### config.mk
export PLATFORM = sky130hd
export DESIGN_NAME = fb_pwm_ilim
export DESIGN_NICKNAME = d
export VERILOG_FILES = /design/src/rtl/fbp_pkg.sv /design/src/rtl/fbp_half_timer.sv /design/src/rtl/fbp_fall_det.sv /design/src/rtl/fbp_trip_ctr.sv /design/src/rtl/fb_pwm_ilim.sv
export SDC_FILE = /design/constraint.sdc
export NUM_CORES = 1
export LEC_CHECK = 0
export BUFFER_PORTS_ARGS = -buffer_cell sky130_fd_sc_hd__buf_4
export CORE_MARGIN = 2
export CORE_UTILIZATION = 53
export CTS_CLUSTER_DIAMETER = 100
export DETAILED_ROUTE_END_ITERATION = 10
export PLACE_DENSITY = 0.84
export SYNTH_ARGS = -nofsm -noshare
export SYNTH_HDL_FRONTEND = slang
export SYNTH_SLANG_ARGS = --single-unit
export TNS_END_PERCENT = 5
### constraint.sdc
create_clock -name clk -period 2.7 [get_ports clk]
set_input_delay 0.405 -clock clk [delete_from_list [all_inputs] [get_ports clk]]
set_output_delay 0.405 -clock clk [all_outputs]
set_load 0.03 [all_outputs]
### src/rtl/fbp_pkg.sv
`timescale 1ns/1ps
package fbp_pkg;
    typedef enum logic [2:0] {
        ST_IDLE   = 3'd0,
        ST_DRV_A  = 3'd1,
        ST_DEAD_A = 3'd2,
        ST_DRV_B  = 3'd3,
        ST_DEAD_B = 3'd4
    } fb_state_t;
endpackage

### src/rtl/fbp_half_timer.sv
`timescale 1ns/1ps
// Position counter inside one half period; wraps by itself at the end.
module fbp_half_timer #(
    parameter int HALF_CYC = 500,
    localparam int CW = $clog2(HALF_CYC)
) (
    input  logic          clk,
    input  logic          rst_n,
    input  logic          clr,
    output logic [CW-1:0] cnt,
    output logic          at_end
);
    localparam logic [CW-1:0] LAST = CW'(HALF_CYC - 1);

    assign at_end = (cnt == LAST);

    always_ff @(posedge clk or negedge rst_n) begin
        if (!rst_n)               cnt <= '0;
        else if (clr || at_end)   cnt <= '0;
        else                      cnt <= cnt + 1'b1;
    end

    // a half never exceeds HALF_CYC cycles
    p_cnt_range_r2: assert property (@(posedge clk) disable iff (!rst_n)
        cnt <= LAST);
endmodule

### src/rtl/fbp_fall_det.sv
`timescale 1ns/1ps
// Falling-edge detector for the active-low comparator level.
module fbp_fall_det (
    input  logic clk,
    input  logic rst_n,
    input  logic lvl_n,
    output logic fell
);
    logic prev;

    always_ff @(posedge clk or negedge rst_n) begin
        if (!rst_n) prev <= 1'b1;
        else        prev <= lvl_n;
    end

    assign fell = prev && !lvl_n;

    // a steady low level yields no further edges
    p_single_edge_r7: assert property (@(posedge clk) disable iff (!rst_n)
        fell |=> !fell);
endmodule

### src/rtl/fbp_trip_ctr.sv
`timescale 1ns/1ps
// Saturating counter of accepted trips.
module fbp_trip_ctr #(
    parameter int TRIP_W = 8
) (
    input  logic              clk,
    input  logic              rst_n,
    input  logic              inc,
    output logic [TRIP_W-1:0] count
);
    localparam logic [TRIP_W-1:0] TOP = '1;

    always_ff @(posedge clk or negedge rst_n) begin
        if (!rst_n)                    count <= '0;
        else if (inc && count != TOP)  count <= count + 1'b1;
    end

    p_trip_inc_r9: assert property (@(posedge clk) disable iff (!rst_n)
        (inc && count != TOP) |=> count == $past(count) + 1'b1);
    p_trip_sat_r9: assert property (@(posedge clk) disable iff (!rst_n)
        (count == TOP) |=> count == TOP);
    p_trip_hold_r9: assert property (@(posedge clk) disable iff (!rst_n)
        !inc |=> $stable(count));
endmodule

### src/rtl/fb_pwm_ilim.sv
`timescale 1ns/1ps
module fb_pwm_ilim
    import fbp_pkg::*;
#(
    parameter int HALF_CYC = 500,
    parameter int TRIP_W   = 8,
    localparam int CW      = $clog2(HALF_CYC)
) (
    input  logic              clk,
    input  logic              rst_n,
    input  logic              en,
    input  logic              oc_n,
    input  logic [CW-1:0]     blank_cyc,
    input  logic [CW-1:0]     dead_cyc,
    output logic              drv_a_hi,
    output logic              drv_a_lo,
    output logic              drv_b_hi,
    output logic              drv_b_lo,
    output logic              sh_gate,
    output logic [TRIP_W-1:0] trip_count
);
    localparam logic [CW-1:0] LAST = CW'(HALF_CYC - 1);

    fb_state_t     state, state_nx;
    logic [CW-1:0] cnt;
    logic          at_end;
    logic          oc_fell;
    logic          driving;
    logic          trip;
    logic [CW-1:0] dead_eff;
    logic [CW-1:0] on_last;

    // dead interval clamped to 1 .. HALF_CYC-1
    always_comb begin
        if (dead_cyc == '0)        dead_eff = CW'(1);
        else if (dead_cyc > LAST)  dead_eff = LAST;
        else                       dead_eff = dead_cyc;
    end
    assign on_last = LAST - dead_eff;

    fbp_half_timer #(.HALF_CYC(HALF_CYC)) u_timer (
        .clk    (clk),
        .rst_n  (rst_n),
        .clr    (state == ST_IDLE),
        .cnt    (cnt),
        .at_end (at_end)
    );

    fbp_fall_det u_edge (
        .clk   (clk),
        .rst_n (rst_n),
        .lvl_n (oc_n),
        .fell  (oc_fell)
    );

    assign driving = (state == ST_DRV_A) || (state == ST_DRV_B);
    assign trip    = en && driving && oc_fell && (cnt >= blank_cyc);

    fbp_trip_ctr #(.TRIP_W(TRIP_W)) u_trips (
        .clk   (clk),
        .rst_n (rst_n),
        .inc   (trip),
        .count (trip_count)
    );

    // state register
    always_ff @(posedge clk or negedge rst_n) begin
        if (!rst_n) state <= ST_IDLE;
        else        state <= state_nx;
    end

    // next-state logic
    always_comb begin
        state_nx = state;
        unique case (state)
            ST_IDLE:   if (en) state_nx = ST_DRV_A;
            ST_DRV_A: begin
                if (!en)                            state_nx = ST_IDLE;
                else if (trip || cnt == on_last)    state_nx = ST_DEAD_A;
            end
            ST_DEAD_A: begin
                if (!en)          state_nx = ST_IDLE;
                else if (at_end)  state_nx = ST_DRV_B;
            end
            ST_DRV_B: begin
                if (!en)                            state_nx = ST_IDLE;
                else if (trip || cnt == on_last)    state_nx = ST_DEAD_B;
            end
            ST_DEAD_B: begin
                if (!en)          state_nx = ST_IDLE;
                else if (at_end)  state_nx = ST_DRV_A;
            end
            default:              state_nx = ST_IDLE;
        endcase
    end

    // outputs decoded from state
    always_comb begin
        drv_a_hi = 1'b0;
        drv_a_lo = 1'b0;
        drv_b_hi = 1'b0;
        drv_b_lo = 1'b0;
        unique case (state)
            ST_DRV_A: begin drv_a_hi = 1'b1; drv_b_lo = 1'b1; end
            ST_DRV_B: begin drv_b_hi = 1'b1; drv_a_lo = 1'b1; end
            default: ;
        endcase
        sh_gate = driving;
    end

    p_leg_excl_r4: assert property (@(posedge clk) disable iff (!rst_n)
        !(drv_a_hi && drv_a_lo) && !(drv_b_hi && drv_b_lo));
    p_idle_low_r1: assert property (@(posedge clk) disable iff (!rst_n)
        !en |=> !(drv_a_hi || drv_a_lo || drv_b_hi || drv_b_lo || sh_gate));
    p_alt_ab_r2: assert property (@(posedge clk) disable iff (!rst_n)
        (state == ST_DEAD_A && en && at_end) |=> drv_b_hi && drv_a_lo);
    p_alt_ba_r2: assert property (@(posedge clk) disable iff (!rst_n)
        (state == ST_DEAD_B && en && at_end) |=> drv_a_hi && drv_b_lo);
    p_trip_off_r5: assert property (@(posedge clk) disable iff (!rst_n)
        trip |=> !sh_gate);
    p_blank_hold_r6: assert property (@(posedge clk) disable iff (!rst_n)
        (state == ST_DRV_A && en && cnt < blank_cyc && cnt != on_last)
        |=> drv_a_hi);
    p_gate_match_r8: assert property (@(posedge clk) disable iff (!rst_n)
        $rose(sh_gate) |-> (drv_a_hi ^ drv_b_hi));
endmodule

; Yosys cells after proc, flatten, opt, wreduce, memory -nomap -nowiden
; Cells that the tools add are included.
[word_totals]
reg_bits = 21
latchBits = 0
ram_bits = 0
mem_bits_ro = 0
output_inout_bits = 13
word_cells = 48
memories = 0
[op_classes]
n_addsub = 3
multipliers = 0
n_div = 0
n_lt_le_gt_ge = 2
n_eq_ne = 12
shifts = 0
n_mux = 15
bitwise_logic = 0
n_reduce_logical = 12
[ops]
columns = operator, count
row1 = 2-to-1 mux 3 bit, 9
row2 = 2-to-1 mux 9 bit, 3
row3 = one-hot mux 3 bit (5 select lines), 1
row4 = "inequality test 3 x 2 -> 1 bit, second input constant", 4
row5 = "adder 9 x 1 -> 9 bit, second input constant", 1
row6 = equality test 9 bit, 1
row7 = "equality test 9 bit, second input constant", 1
row8 = >= comparator 9 bit, 1
row9 = "greater-than comparator 9 bit, second input constant", 1
row10 = logical NOT 9 bit, 1
row11 = "subtractor 9 bit, first input constant", 1
row12 = "adder 8 x 1 -> 8 bit, second input constant", 1
row13 = "inequality test 8 bit, second input constant", 1
row14 = "equality test 3 x 2 -> 1 bit, second input constant", 2
row15 = logical AND 1 bit, 5
row16 = AND reduction 5 bit, 1
row17 = "equality test 3 x 1 -> 1 bit, second input constant", 1
row18 = "equality test 3 bit, second input constant", 1
row19 = logical NOT 3 bit, 1
row20 = logical OR 1 bit, 3
row21 = 2-to-1 mux 1 bit, 2
row22 = "inequality test 2 bit, second input constant", 1
row23 = logical NOT 1 bit, 1

; Depth between registers and ports, before layout
; Gate-level depths: netlist of run 1.
[depth]
ltp_word = 9
ltp_mapped = 10

; Cells and area by module
; Synthesis of run 1 repeated with hierarchy kept, for this count alone.
[unflattened]
hier_cells = 184
hier_area_um2 = 1669.1
[by_module_without_submodules]
columns = module, n_inst, cells_per_inst, area_per_inst_um2
row1 = fb_pwm_ilim, 1, 97, 724.4
row2 = fbp_half_timer, 1, 51, 496.7
row3 = fbp_trip_ctr, 1, 34, 407.9
row4 = fbp_fall_det, 1, 2, 40.0

; Worst setup path after synthesis of run 1
; OpenSTA, ideal clock, no wires.
[synth_path]
kind = input -> register
start = in dead_cyc[8]
end = reg state[1]
setup_ns = 0.120
t_arrival_ns = 2.664
setup_slack_ns = -0.084
path_stages = 9
path_buffers = 1
path_cell_list = buf_4 nand2_1 o21ai_0 ha_1 xor2_1 a221o_1 or4_2 or4_1 o211a_1
[synth_via]
elab_chain_cells = 8
[synth_lines]
columns = item, line
row1 = from (decl), fb_pwm_ilim.sv:14  ; input logic [CW-1:0] dead_cyc,
row2 = greater-than comparator 9 bit, fb_pwm_ilim.sv:36  ; else if (dead_cyc > LAST) dead_eff = LAST;
row3 = 2-to-1 mux 9 bit, fb_pwm_ilim.sv:36
row4 = 2-to-1 mux 9 bit (*), fb_pwm_ilim.sv:35  ; if (dead_cyc == '0) dead_eff = CW'(1);
row5 = subtractor 9 bit (*), fb_pwm_ilim.sv:39  ; assign on_last = LAST - dead_eff;
row6 = equality test 9 bit (*), "fb_pwm_ilim.sv:79, fb_pwm_ilim.sv:87"
row7 = logical OR 1 bit (*), "fb_pwm_ilim.sv:79, fb_pwm_ilim.sv:87"
row8 = inequality test 3 x 2 -> 1 bit (no source line), --
row9 = AND reduction 5 bit (no source line) (*), --
row10 = to (signal assigned), fb_pwm_ilim.sv:69  ; else state <= state_nx;
row11 = to (decl), fb_pwm_ilim.sv:24  ; fb_state_t state, state_nx;
; Mark *: on every way between the ends. The rest lies on a longest branch, timed or not.
; A chain may end at the register's enable or synchronous reset.

; Worst setup path in the final report of run 1
[layout_path]
start = in dead_cyc[4]
end = reg state[1]
; Same word-level chain as after synthesis.

==> metrics.md, run 1 <==
| Metric | Value |
|---|---|
| Final Util | 65.5% |
| Die Span X | slightly above 60 µm |
| Synth Area per Inst | 8.71 µm² |
| Arrival time worst endpoint | around 2.6 ns |
| Peak VDD IR | around 0.25 mV |
| Register Area | about 530 µm² |
| Overall Global Routing Usage | 21.1% |
| TNS Setup | 0 ns |
| # rows | 20 |
| Place WS | approximately 0.0042 ns |
| Min Tclk post-route | about 2.4 ns |
| Sink Count | 21 |
| Die height | about 60 µm |
| Worst-path clk slew | approximately 0.12 ns |
| Critical path's slowest cell | or4_4 |
| WP buf/inv | 1 |
| Area taken by multi-input logic gates | around 1000 µm² |
| Drt initial violations | 57 |
| CTS tree | built |
| Port Buffers | 34 |
| Via count | around 1500 |
| Die ar. | ~3700 µm² |
| RSZ-0062 raised after global routing | no |
| Number of gates resized after cts | 0 |
| Clock tree buffer depth | 2 |
| Crit Path Category | in -> reg |
| Post-Synthesis Cells | between 150 and 200 |
| Syn nets | between 200 and 250 |
| Fin nets | roughly 260 |
| Initial antenna violation count | 0 |
| Final setup violation count | 0 |
| Clk root buf | clkbuf_4 |
| Top_reg_cell synth | dfrtp_1 |
| Crit Path Max Fanout | 9 |
| Synthesized cell area | 1690 µm² |
| #FFs+latches synth | 21 |
| CP peak stage delay | between 0.5 and 0.6 ns |
| IO Count | 35 |
| Critical path capture point type | register |
| Routed WL | between 3000 and 4000 µm |
| Global route overflow | 0 |
| Worst setup margin | 0.331 ns |
| Clk_skew | between 0.006 and 0.007 ns |
| Post-synthesis async set-or-reset flop share | 100% |
| Post-synth EDFFs | 0 |
| CTS H-tree lvls | 1 |
| Cts bufs inserted | 3 |
| Synth cell types | 49 |
| Yosys warning count | 0 |
| Max Clk Rate | 422 MHz |
| Routed len/inst | about 13 µm |
| Pre-antenna DRT Iters | 4 |
| Crit-path cells | buf_4 -> nand3_1 -> o21ai_1 -> ha_1 -> xor2_1 -> o21ai_0 -> o22ai_1 -> or4_4 -> or4_1 -> o211a_1 |
| Clk_lat worst skew | between 0.3 and 0.4 ns |
| Static leakage | around 0.98 nW |
| Period utilization | between 80 and 90% |
| Status | complete, no violations |
| GPL Wtd Cong | 0.860 |
| Initial Util | 55.3% |
| First-pass GRT wire length | 5900 µm |
| Worst setup SP type | primary input |
| Vias in the first global route | about 1400 |
| Slew Limit Headroom | 55.2% |
| Fillers | between 200 and 300 |
| Register area share after synthesis | 31.2% |
| Area Growth Syn to Fin | 18.4% |
| Max cap viols | 0 |
| Final-report hold violation count | 0 |
| Tightest Pin Transition | around 0.67 ns |
| Hpwl dp | ~2700 µm |
| Drt drc | 0 |
| Dominant cells by area after synthesis | dfrtp_1, ha_1, xnor2_1 |
| Hold buffer count at cts | 1 |
| Largest net degree at the start of global routing | 22 |
| Worst path required time | 2.91 ns |
| Detail Route Antenna Nets | 0 |
| Slew Viols, Final | 0 |
| Synth top area share | between 20 and 30% |
| Ant. Diodes | 0 |
| Min-delay worst type | in -> reg |
| Post-CTS Repair Setup Buffers | 0 |
| Power Density | between 400 and 500 nW/µm² |
| Largest area contributor in the netlist | dfrtp_1 |
| Delay-heaviest family, CP | simple AND/OR/NAND/NOR gates |
| Layout cells sized above 1 | about a quarter |
| Drt via density | about 5.6 |
| Core Area | 3050 µm² |
==> per-stage QoR <==
| stage | hold slack, ns | std cells | total power [mW] | area, µm² |
|---|---|---|---|---|
| finish | 0.208 | 271 | 0.881 | 2000 |
| global route | 0.187 | 271 | 0.947 | 2000 |
| CTS | 0.193 | 271 | 0.886 | 2000 |
| detailed placement | 0.307 | 266 | 0.730 | 1960 |
| global placement | 0.306 | 266 | 0.720 | 1960 |
| floorplan | 0.109 | 194 | 0.629 | 1690 |
==> worst paths after layout <==
path | cells past startpoint | end | startpoint | slack [ns]
max | 10 | state[1] | dead_cyc[4] | 0.33
max reg2reg | 6 | state[1] | u_timer.cnt[6] | 0.35
min | 1 | u_edge.prev | oc_n | 0.21
min in group asynchronous | 2 | state[1] | rst_n | 0.51
min reg2reg | 1 | u_trips.count[7] | u_trips.count[7] | 0.50
max in group asynchronous | 2 | u_edge.prev | rst_n | 1.91
==> cells in the final DEF, fill, tap and decap left out, types with 2 or more instances in the layout <==
| master | instances |
|---|---|
| nor2_1 | 18 |
| buf_4 | 38 |
| xnor2_1 | 13 |
| clkbuf_4 | 3 |
| a21o_1 | 2 |
| a21oi_1 | 4 |
| o21ai_1 | 3 |
| nand2_1 | 12 |
| o31ai_1 | 2 |
| or2_2 | 3 |
| xor2_1 | 8 |
| nand2b_1 | 3 |
| nand3_1 | 11 |
| o311a_1 | 3 |
| o22ai_1 | 2 |
| dfrtp_1 | 20 |
| nor3_1 | 3 |
| or4_1 | 2 |
| or4_4 | 3 |
| nor2b_1 | 2 |
| and3_1 | 4 |
| inv_1 | 17 |
| ha_1 | 12 |
| nor4_1 | 3 |
| nand4_1 | 7 |
| a31oi_1 | 2 |
| a211oi_1 | 2 |
| o21ai_0 | 4 |
==> sequential cells by signal, summed over array words and instances, names as in the netlist <==
register / cells
u_timer.cnt: 9
u_trips.count: 8
state: 3
u_edge.prev: 1
==> cell families (layout without fill, tap and decap cells) <==
group,Yosys count,after routing,synth area share (%)
fa+ha+maj,13,13,9.48
xor+xnor,21,21,10.9
buf+inv,27,60,7.78
flops,21,21,31.2
compound gates,34,34,14.5
mux,2,2,1.26
simple gates,76,76,24.9
==> worst register-to-register path, stage by stage (launching register included) <==
cell and delay [ns]:
dfrtp_1 0.46, xnor2_1 0.26, mux2i_1 0.22, a31oi_1 0.12, or4_4 0.55, or4_1 0.52
o211a_1 0.12
==> cell usage after synthesis (all sizes together) (2+ instances only) <==
library cell / instances
a211oi: 2
buf: 6
and3: 4
or4: 5
xnor2: 13
nand2: 12
nand2b: 3
nor2b: 2
dfrtp: 20
a21oi: 4
o311a: 3
o22ai: 2
o31ai: 2
o21ai: 7
a31oi: 2
inv: 17
nor2: 18
or2: 3
ha: 12
xor2: 8
nor4: 4
clkbuf: 4
a21o: 2
nand4: 7
nor3: 3
nand3: 11
==> final cells by class <==
cell class | instances | share of cell area [%]
multi-input combinational | 146 | 51.7
sequential | 21 | 26.3
timing repair buffer | 39 | 14.8
inverter | 17 | 3.19
tap | 44 | 2.75
clock buffer | 4 | 1.31
==> per-layer routing <==
layer  routed length (µm)  up-vias  global-route usage, %
met5                    0        -                      0
met4                   22        0                   7.14
met3                  122        2                   1.92
met1                 1620      711                   27.7
met2                 1720       34                   36.8
li1                     -      760                      -
==> power breakdown <==
| group | switching (mW) | internal, mW |
|---|---|---|
| Clock | 0.0963 | 0.0576 |
| Sequential | 0.0574 | 0.340 |
| Combinational | 0.175 | 0.154 |
Power figures use the tool's default switching activity.
==> inputs of run 2 (changes only) <==
ABC_AREA = 1   (was default)
CTS_CLUSTER_DIAMETER = default   (was 100)
==> run 2 against run 1 <==
  * Routed wire length up 2.9%
  * Clock power about the same
  * Cell count up 14%
  * Flip-flop and latch count unchanged
  * Non-clock buffer count down 4
  * Largest power group is now combinational cells
  * Highest routed layer unchanged
==> metrics.md, run 2 <==
| Metric | Value |
|---|---|
| Worst path required time | about 2.9 ns |
| Drt via density | about 5.1 |
| Reg2reg end | state[1] |
| Hpwl dp | 2920 µm |
| Most frequent CP cell | nand2_1 |
| Area Growth Syn to Fin | 19.2% |
| Syn nets | between 200 and 300 |
| Ant. Diodes | 0 |
| Pre-antenna DRT Iters | 4 |
| Vias in the first global route | approximately 1500 |
| GPL Wtd Cong | just under 0.9 |
| Post-synthesis async set-or-reset flop share | 100% |
| Clk root buf | clkbuf_4 |
| Die ar. | approximately 3600 µm² |
| Global route overflow | 0 |
| Static leakage | just over 1 nW |
| Fin nets | 301 |
| Drt drc | 0 |
| Post-synth EDFFs | 0 |
| Fillers | 268 |
| Number of gates resized after cts | 0 |
| Routed WL | about 3600 µm |
| Port Buffers | 34 |
| Dpl cells | 305 |
| Biggest register | u_timer.cnt |
| Synthesized cell area | 1670 µm² |
| Yosys warning count | 0 |
| Post-Synthesis Cells | 230 |
| Initial antenna violation count | 0 |
| Initial Util | a little under three fifths |
| Critical path's slowest cell | dfrtp_1 |
| Tightest Pin Transition | 0.434 ns |
| Most frequent cells in the layout | nand2_1, inv_1, buf_4 |
| Register area share after synthesis | approximately a third |
| Worst R2R Setup Slack | between 0.6 and 0.7 ns |
| Min-delay worst type | in -> reg |
| Post-CTS Repair Setup Buffers | 0 |
| Core Area | 3030 µm² |
| Critical path capture point type | register |
| RSZ-0062 raised after global routing | no |
| Cts bufs inserted | 3 |
| Top cells by count, synth | nand2_1, inv_1, nor2_1 |
| Slew Viols, Final | 0 |
| Status | complete, no violations |
| Via count | around 1600 |
| Top Registers | u_timer.cnt: 9 flops, u_trips.count: 8 flops, state: 3 flops |
| Final setup violation count | 0 |
| Min Tclk post-route | slightly above 2 ns |
| Max cap viols | 0 |
| Detail Route Antenna Nets | 0 |
| Area taken by multi-input logic gates | just under 1000 µm² |
| Arrival time worst endpoint | between 2 and 2.5 ns |
| Clk_skew | ~0.0097 ns |
| Count leader, synth | nand2_1 |
| Non-Filler Instances | 310 |
| Die height | around 60 µm |
| Slew Limit Headroom | a little under three quarters |
| IO Count | 35 |
| Top_reg_cell synth | dfrtp_1 |
| Crit Path Category | reg -> reg |
| Hold buffer count at cts | 1 |
| Worst-path clk slew | around 0.12 ns |
| Largest net degree at the start of global routing | 22 |
| Hold worst-path end | u_edge.prev |
| Dominant cells by area after synthesis | dfrtp_1, nand2_1, ha_1 |
| Clock tree buffer depth | 2 |
| Reg2reg path depth | 9 |
| Layout cells sized above 1 | between 10% and 20% |
| Die Span X | 60.2 µm |
| Synth top area share | 29.9% |
| Crit-path cells | ha_1 -> a21oi_1 -> nor2_1 -> a211oi_1 -> nand4_1 -> nand2_1 -> nand3_2 -> nand3_1 -> nand2_1 |
| Period utilization | 75.2% |
| Power Density | about 540 nW/µm² |
| Max reg flops | 9 |
| Routed len/inst | 11.6 µm |
| First-pass GRT wire length | ~6200 µm |
| Crit Path Max Fanout | 5 |
| Largest area contributor in the netlist | dfrtp_1 |
| Synth Area per Inst | roughly 7.3 µm² |
| Final Util | between 60% and 70% |
| Hold Path Cell Cnt | 1 |
| Synth cell types | 31 |
| CTS tree | built |
| TNS Setup | 0 ns |
| Worst setup SP type | register |
| CTS H-tree lvls | 1 |
| Final-report hold violation count | 0 |
| Drt initial violations | around 100 |
| Sink Count | 21 |
| Worst reg2reg startpoint | u_timer.cnt[6] |
| Overall Global Routing Usage | 22.8% |
| Commonest non-fill, non-tap cell in the layout | nand2_1 |
| # rows | 20 |
| #FFs+latches synth | 21 |
| Register Area | between 500 and 600 µm² |
| Clk_lat worst skew | about 0.3 ns |
| Max Clk Rate | ~490 MHz |
| CP peak stage delay | 0.48 ns |
| Hold path start | oc_n |
| CP startpoint | u_timer.cnt[6] |
| Peak VDD IR | 0.462 mV |
run 2: cells by family after synthesis:
logic type	Yosys count	synth area share, %
compound gates	23	7.34
xor+xnor	12	6.29
fa+ha+maj	12	8.98
buf+inv	41	10.1
flops	21	31.5
simple gates	121	35.8
run 2: worst max-delay path by stage:
| stage | endpoint | cells past startpoint |
|---|---|---|
| after CTS | u_trips.count[3] | 8 |
| after floorplan | drv_b_lo | 5 |
| after global routing | state[1] | 10 |
| after detailed placement | state[1] | 16 |
| after global placement | state[1] | 16 |
| final | state[1] | 9 |
run 2: metrics by stage:
step | worst slack [ns] | power (mW) | hold slack [ns] | area [µm²]
5_1_grt | 0.442 | 1.16 | 0.207 | 1990
6_report | 0.671 | 1.07 | 0.216 | 1990
2_1_floorplan | 0.787 | 0.779 | 0.109 | 1670
3_3_place_gp | 0.521 | 0.909 | 0.304 | 1960
4_1_cts | 0.684 | 1.07 | 0.215 | 1990
3_5_place_dp | 0.504 | 0.922 | 0.306 | 1960
run 2: layer usage:
| metal | vias to the layer above | wire length, µm | GRT usage [%] |
|---|---|---|---|
| met4 | 0 | 54 | 8.57 |
| li1 | 826 | - | - |
| met3 | 6 | 145 | 1.30 |
| met5 | - | 0 | 0 |
| met1 | 716 | 1620 | 29.0 |
| met2 | 37 | 1770 | 40.2 |
run 2: report_power, final:
part	total (mW)	internal, mW	switching [mW]
sequential	0.406	0.356	0.0499
clock	0.152	0.0575	0.0941
combinational	0.509	0.187	0.322
run 2: layout make-up:
class	count	share of cell area (%)
Multi-Input combinational cell	168	49.0
Sequential cell	21	26.4
Timing Repair Buffer	35	13.3
Inverter	38	7.16
Tap cell	44	2.76
Clock buffer	4	1.32
run 2: critical path: cells and delay by family (launching register included):
kind            cells  cell delay [ns]
compound gates      2             0.31
fa+ha+maj           1             0.34
simple gates        6             0.82
flops               1             0.48
